--- config.mk ---
export PLATFORM = sky130hd
export DESIGN_NAME = page_xlate_cache
export DESIGN_NICKNAME = d
export VERILOG_FILES = /design/src/rtl/page_xlate_cache.sv
export SDC_FILE = /design/constraint.sdc
export NUM_CORES = 2
export LEC_CHECK = 0
export BUFFER_PORTS_ARGS = -buffer_cell sky130_fd_sc_hd__buf_2
export CELL_PAD_IN_SITES_DETAIL_PLACEMENT = 0
export CELL_PAD_IN_SITES_GLOBAL_PLACEMENT = 1
export CORE_UTILIZATION = 55
export CTS_BUF_LIST = sky130_fd_sc_hd__clkbuf_16
export DETAILED_ROUTE_END_ITERATION = 7
export PLACE_DENSITY = 0.86
export SYNTH_ARGS = -nofsm -noshare
export SYNTH_HDL_FRONTEND = slang
export SYNTH_SLANG_ARGS = --single-unit
--- constraint.sdc ---
create_clock -name clk -period 30.4 [get_ports clk]
set_clock_uncertainty 0.15 [all_clocks]
set_input_delay 4.56 -clock clk [delete_from_list [all_inputs] [get_ports clk]]
set_output_delay 4.56 -clock clk [all_outputs]
set_load 0.02 [all_outputs]
--- src/rtl/page_xlate_cache.sv ---
module page_xlate_cache #(
  parameter int VPN_W   = 20,
  parameter int PPN_W   = 20,
  parameter int ENTRIES = 16
) (
  input  logic             clk,
  input  logic             rst_n,
  input  logic             lk_valid,
  input  logic [VPN_W-1:0] lk_vpn,
  input  logic             lk_store,
  output logic             lk_hit,
  output logic [PPN_W-1:0] lk_ppn,
  output logic [3:0]       lk_perm,
  output logic             walk_req,
  input  logic             fill_valid,
  input  logic [VPN_W-1:0] fill_vpn,
  input  logic [PPN_W-1:0] fill_ppn,
  input  logic [3:0]       fill_perm,
  input  logic             base_change,
  input  logic             inv_valid,
  input  logic [VPN_W-1:0] inv_vpn
);
  localparam int IDX_W = $clog2(ENTRIES);
  localparam int NODES = ENTRIES - 1;

  logic [ENTRIES-1:0] vld;
  logic [VPN_W-1:0]   tag_q  [ENTRIES];
  logic [PPN_W-1:0]   ppn_q  [ENTRIES];
  logic [3:0]         perm_q [ENTRIES];
  logic [NODES-1:0]   tree;

  logic [ENTRIES-1:0] lk_m, fl_m, iv_m;
  logic [IDX_W-1:0]   lk_idx, fl_idx, free_idx, plru_idx, fill_idx;

  always_comb begin
    lk_idx   = '0;
    fl_idx   = '0;
    free_idx = '0;
    for (int i = 0; i < ENTRIES; i++) begin
      lk_m[i] = vld[i] && (tag_q[i] == lk_vpn);
      fl_m[i] = vld[i] && (tag_q[i] == fill_vpn);
      iv_m[i] = vld[i] && (tag_q[i] == inv_vpn);
      if (lk_m[i]) lk_idx = IDX_W'(i);
      if (fl_m[i]) fl_idx = IDX_W'(i);
    end
    for (int i = ENTRIES - 1; i >= 0; i--)
      if (!vld[i]) free_idx = IDX_W'(i);
  end

  always_comb begin
    int n;
    n = 0;
    for (int l = 0; l < IDX_W; l++) n = 2 * n + 1 + int'(tree[n]);
    plru_idx = IDX_W'(n - NODES);
  end

  function automatic logic [NODES-1:0] touch(input logic [NODES-1:0] t,
                                             input logic [IDX_W-1:0] e);
    int n, p;
    n = int'(e) + NODES;
    for (int l = 0; l < IDX_W; l++) begin
      p    = (n - 1) / 2;
      t[p] = (n % 2 == 1);
      n    = p;
    end
    return t;
  endfunction

  logic hit_raw, fill_go;
  assign hit_raw  = lk_valid && (|lk_m);
  assign lk_hit   = hit_raw && !(lk_store && !perm_q[lk_idx][0]);
  assign walk_req = lk_valid && !lk_hit;
  assign lk_ppn   = lk_hit ? ppn_q[lk_idx]  : '0;
  assign lk_perm  = lk_hit ? perm_q[lk_idx] : '0;

  assign fill_go  = fill_valid && !base_change && !(inv_valid && inv_vpn == fill_vpn);
  assign fill_idx = (|fl_m) ? fl_idx : (~&vld ? free_idx : plru_idx);

  always_ff @(posedge clk) begin
    if (!rst_n) begin
      vld  <= '0;
      tree <= '0;
    end else begin
      logic [ENTRIES-1:0] v;
      logic [NODES-1:0]   t;
      v = inv_valid ? (vld & ~iv_m) : vld;
      if (fill_go) v[fill_idx] = 1'b1;
      vld <= base_change ? '0 : v;
      t = tree;
      if (lk_hit)  t = touch(t, lk_idx);
      if (fill_go) t = touch(t, fill_idx);
      tree <= t;
    end
  end

  always_ff @(posedge clk) begin
    if (rst_n && fill_go) begin
      tag_q[fill_idx]  <= fill_vpn;
      ppn_q[fill_idx]  <= fill_ppn;
      perm_q[fill_idx] <= fill_perm;
    end
  end
endmodule

Word-level counts from Yosys, hierarchy flattened --
Memories as Yosys holds them, arrays and structs flattened. Cells that the tools add are included. W data, S select, Z words.
Cells by class: bitwise operators 20, div/mod/pow operators 0, order comparisons 21, shift operators 0, reduce and logical (&&, ||, !) cells 74, multipliers 0, equality and inequality tests 57, add/sub/neg operators 26, multiplexer cells 92
Operators with widths (number):
- $eq A20 B20 Y1 | 49
- $add A32 B1 Y32 | 8
- $ge A32 B1 Y1 const B | 8
- $lt A32 B6 Y1 const B | 8
- $sub A32 B2 Y32 const B | 6
- $mux W4 | 47
- $bwmux W15 | 8
- $logic_and A1 B1 Y1 | 65
- $mux W15 | 3
- $demux W1 S4 | 9
- $mux W16 | 2
- $reduce_or A16 Y1 | 2
- $mux W20 | 1
- $mux W1 | 19
- $and A16 B16 Y16 | 1
- $eq A2 B2 Y1 const B | 8
- $not A16 Y16 | 1
- $or A16 B16 Y16 | 1
- $reduce_and A16 Y1 | 1
- $and A1 B1 Y1 | 14
- $bmux W1 S4 | 3
- $sub A5 B1 Y6 const B | 2
- $add A4 B4 Y5 const B | 2
- $add A7 B1 Y8 | 1
- other kinds (16) | 21
Storage, ports and cells: output and inout bits 26, logic and storage cells 295, bits in latches 0, memories 3, memory bits (read-only) 0, flip-flop bits (word level) 31, memory bits (writable) 704, input bits 91
Memories:
- ppn_q | words 16, bits a word 20, rd ports 1, clocked after Yosys merged registers in 0, wr ports 1, RTL line 28 | logic [PPN_W-1:0] ppn_q [ENTRIES];
- tag_q | words 16, bits a word 20, rd ports 16, clocked after Yosys merged registers in 0, wr ports 1, RTL line 27 | logic [VPN_W-1:0] tag_q [ENTRIES];
- perm_q | words 16, bits a word 4, rd ports 1, clocked after Yosys merged registers in 0, wr ports 1, RTL line 29 | logic [3:0] perm_q [ENTRIES];

Logic depth before layout (Yosys ltp) --
An unclocked memory read counts as a cell.
depth in word-level cells 43, mapped depth 75, gate-level depth less buffers 67

Worst setup path before layout --
OpenSTA, ideal clock, no wires.
path kind input-to-reg, start point input port lk_vpn[18], end point register tree[12], required time 30134 ps, data arrival time 16577 ps, library setup time 116 ps, path buffers 6, setup slack 13556 ps, cell stages on the path 54, path through clkbuf_1 > xnor2_1 > nand2_1 > or3b_1 > or4_1 > and3_1 > a211oi_1 > o31a_1 > clkbuf_1 > clkbuf_1 > buf_1 > xnor2_1 > ha_1 > nor2_1 > nand2_1 > nor4_1 > a21oi_1 > nor2_1 > [... 18 more ...] > a21boi_1 > o221ai_1 > nand2b_1 > o21a_1 > nor2_1 > ha_1 > ha_1 > nand2_1 > or2_2 > a2111oi_2 > a21oi_1 > a21o_1 > buf_2 > nor3_2 > nand3_1 > mux2_1 > a211o_1 > o211a_1
On the way: cells in the longest elaborated chain, start to end 42, elaborated cells on any way between the ends 106, classes of those cells add/sub: 9; order compare: 8; eq/ne: 20; mux: 34; bitwise: 8; reduce/logical: 26; memory: 1
RTL lines:
- start, declared | RTL line 9 | input logic [VPN_W-1:0] lk_vpn,
- $eq A20 B20 Y1 | RTL line 40 | lk_m[i] = vld[i] && (tag_q[i] == lk_vpn);
- $logic_and A1 B1 Y1 | RTL line 40
- $mux W1 | RTL line 43 | if (lk_m[i]) lk_idx = IDX_W'(i);
- $mux W4 (14 in a row) | RTL line 43
- $add A4 B4 Y5 | RTL line 60 | n = int'(e) + NODES;
- $sub A5 B1 Y6 | RTL line 62 | p = (n - 1) / 2;
- $and A1 B1 Y1 (no source line)
- $add A32 B1 Y32 (no source line)
- [... 10 more ...]
- $logic_and A1 B1 Y1 (implied by the code) | RTL line 63 | t[p] = (n % 2 == 1);
- $mux W1 (implied by the code) | RTL line 63
- $demux W1 S4 | RTL line 63
- $bwmux W15 | RTL line 63
- $mux W15 * | RTL line 90 | if (lk_hit) t = touch(t, lk_idx);
- $mux W15 * | RTL line 80 | if (!rst_n) begin
- $bwmux W15 (4 in a row) | RTL line 63
- $mux W15 * | RTL line 91 | if (fill_go) t = touch(t, fill_idx);
- end signal, assigned | RTL line 92 | tree <= t;
- end, declared | RTL line 30 | logic [NODES-1:0] tree;
Mark *: on every way between the ends. The rest lies on a longest branch, timed or not. The select of a mux whose other input is x is not followed. A chain may end at the register's enable or synchronous reset.

Worst setup path in the final report --
start point input port fill_vpn[4], end point register tree[5]
On the way: cells in the longest elaborated chain, start to end 37, elaborated cells on any way between the ends 99, classes of those cells add/sub: 9; order compare: 8; eq/ne: 21; mux: 29; bitwise: 8; reduce/logical: 24
RTL lines:
- start, declared | RTL line 16 | input logic [VPN_W-1:0] fill_vpn,
- $eq A20 B20 Y1 | RTL line 41 | fl_m[i] = vld[i] && (tag_q[i] == fill_vpn);
- $logic_and A1 B1 Y1 | RTL line 41
- $mux W1 | RTL line 44 | if (fl_m[i]) fl_idx = IDX_W'(i);
- $mux W4 (14 in a row) | RTL line 44
- $mux W4 | RTL line 77 | assign fill_idx = (|fl_m) ? fl_idx : (~&vld ? free_idx : plru_idx);
- $add A4 B4 Y5 | RTL line 60
- $sub A5 B1 Y6 | RTL line 62
- $and A1 B1 Y1 (no source line)
- [... 8 more ...]
- $and A1 B1 Y1 (no source line)
- $add A32 B1 Y32 (no source line)
- $ge A32 B1 Y1 (implied by the code) / $lt A32 B6 Y1 (equally long branches) | RTL line 63
- $logic_and A1 B1 Y1 (implied by the code) | RTL line 63
- $mux W1 (implied by the code) | RTL line 63
- $demux W1 S4 | RTL line 63
- $bwmux W15 | RTL line 63
- $mux W15 * | RTL line 91
Mark *: on every way between the ends. The rest lies on a longest branch, timed or not.

==> results.toml <==
[outcome]
status = "completed"

[placed_design]
place_inst = 6173
dpl_cell_area_um2 = 52100
hpwl_um = 112000
place_ws_ns = 10.57
portBuffers = 116
gp_congestion = 1.01

[grt]
gr-total-overflow = 0
grt_antenna_before_repair = 6
track_usage = 0.379
grt_max_degree = 85
grt_pass1_vias = 40400
grt_pass1_wl_um = 262000

[timing]
drv_slew = 0
period_needed_ns = 19.63
max_freq_mhz = 50.9
tns_ns = 0
relSlewSlack = 0.174
fin_crit_sh = 0.646
setup_slack_ns = 10.77
rsz0062_at_grt = "no"
worst_slew_pin_slew_ns = 1.23
setup_viol = 0
finalHoldViolCount = 0

[floorplan]
initial_core_util = 0.556
row_count = 110
fp.dieH_um = 304
core_um2 = 90300
ioPinCount = 117
die_x_um = 304
dieArea_um2 = 92500

[synth]
synth-edff-count = 704
synth_top_area_cell = "edfxtp_1"
synthFlopType = "edfxtp_1"
async_flop_share = 0
netlist_area_um2 = 50200
synth-seq-cells = 735
syn_area_per_cell_um2 = 9.96
yosysWarnings = 0
synth_area_leaders = "edfxtp_1, xnor2_1, xor2_1"
synth.distinct_cells = 113
synth_top_area_frac = 0.421
ys_seq_area_frac = 0.433
syn_inst = 5043

[detailed_routing]
drtIter0Drc = 5695
dr_total_vias = 43000
dr.pass1.iters = 6
drc_errors = 0
antenna_left = 0
drt_wl_total_um = 179000
wl_per_cell_um = 28.3
viasPerCell = 6.80

[hold_path]
hold_path_depth = 3
hold_path.class = "reg -> reg"
worstHoldEndpoint = "tree[11]"
hold_start = "tree[11]"

[critical_path]
crit_slowest_cell = "a2111oi_2"
ff2ff_path_depth = 58
crit_type = "in -> reg"
rrSetupSlack_ns = 13.40
critPathArrivalTime_ns = 20.00
cp-end-kind = "flip-flop"
cpPeakStageDelay_ns = 0.71
reg2reg_to = "tree[5]"
crit_top_cell = "ha_1"
crit_path_start_kind = "input port"
reg2reg_from = "tree[0]"
path_max_fanout = 19
cp.required_ns = 30.78

[pwr]
leakagePower_nw = 18.0
ir_worst_vdd_mv = 0.0722
p_per_area_nw_per_um2 = 46.4

[clock_network]
clk_latency_ns = 0.67
cts.path.max_buffers = 3
clockRootBuffer = "clkbuf_16"
cts_resized = 0
cts_tree = "built"
clk_pin_slew_ns = 0.06
cts_hold_buffers = 0
cts_num_sinks = 735
cts_buffers = 81
htree_levels = 3
post_cts_buffers = 0

[finish]
layoutNonFillerInstCount = 6328
drive_gt1_frac = 0.0906
nets = 5234
mostFrequentLayoutCell = "xnor2_1"
layout_common_cells = "xnor2_1, edfxtp_1, nand2_1"
syn_to_final_growth_pct = 9.07
final_cell_area_um2 = 54800

[flow_run]
max-cap-violations = 0
==> cell usage after synthesis (all sizes together) (76+ instances only) <==
cell and number:
a21oi 111, a311oi 76, and3 111, buf 86
clkbuf 195, edfxtp 704, nand2 629, nand3 227
nand4 287, nor2 258, nor3 90, nor4 150
o21ai 95, xnor2 777, xor2 300
==> metrics by stage <==
step / hold slack [ns] / power [W] / util
2_1_floorplan: 0.392 / 0.00142 / -
3_3_place_gp: 0.475 / 0.00155 / 0.577
3_5_place_dp: 0.505 / 0.00155 / 0.577
4_1_cts: 0.510 / 0.00253 / 0.607
5_1_grt: 0.547 / 0.00261 / 0.607
6_report: 0.514 / 0.00254 / 0.607
==> metal layers <==
layer / track usage / vias up / wire, um
li1: - / 18800 / -
met1: 0.516 / 20800 / 71100
met2: 0.568 / 2750 / 77500
met3: 0.0839 / 608 / 20800
met4: 0.190 / 0 / 9980
met5: 0 / - / 0
==> kinds of logic after synthesis <==
family          count (synthesis)  synth area share
compound gates                683             0.101
other cells                     2          0.000150
simple gates                 2024             0.209
mux                            93            0.0194
xor+xnor                     1087             0.193
fa+ha+maj                      63            0.0157
flops                         735             0.433
buf+inv                       356            0.0290
==> worst max-delay path, delay by kind of cell <==
| kind | cells | cell delay, ns |
|---|---|---|
| AO/OA/AOI/OAI | 22 | 6.66 |
| AND/OR/NAND/NOR | 16 | 4.39 |
| adder cells (fa/ha/maj) | 6 | 2.00 |
| buffers and inverters | 4 | 1.25 |
| multiplexers | 4 | 0.97 |
| XOR/XNOR | 1 | 0.13 |
==> power by group <==
part	total [W]	internal (W)	switching (W)
Combinational	0.000436	0.000131	0.000305
Clock	0.000992	0.000572	0.000420
Sequential	0.00111	0.00111	0.00000178
==> worst max-delay path by stage <==
stage          cells after the start         from  slack [ns]       end
2_1_floorplan                     54   lk_vpn[18]       13.56  tree[12]
3_3_place_gp                      55  fill_vpn[4]       10.95  tree[12]
3_5_place_dp                      53  fill_vpn[4]       10.57   tree[0]
4_1_cts                           53  fill_vpn[4]       11.21  tree[12]
5_1_grt                           53  fill_vpn[4]        9.87  tree[12]
6_report                          53  fill_vpn[4]       10.77   tree[5]
==> area by class of cell <==
class	instances	area (um^2)
antenna	6	15.0
clock buffer	82	2050
clock inverter	67	631
fill	7592	35500
inverter	74	278
multi-input combinational	3974	27300
sequential	735	21800
tap	1176	1470
timing repair buffer	214	1320
==> sequential cells by signal, indices dropped and copies added (netlist names) <==
signal,flops
tag_q,320
tree,15
ppn_q,320
vld,16
perm_q,64
Power figures use the tool's default switching activity.
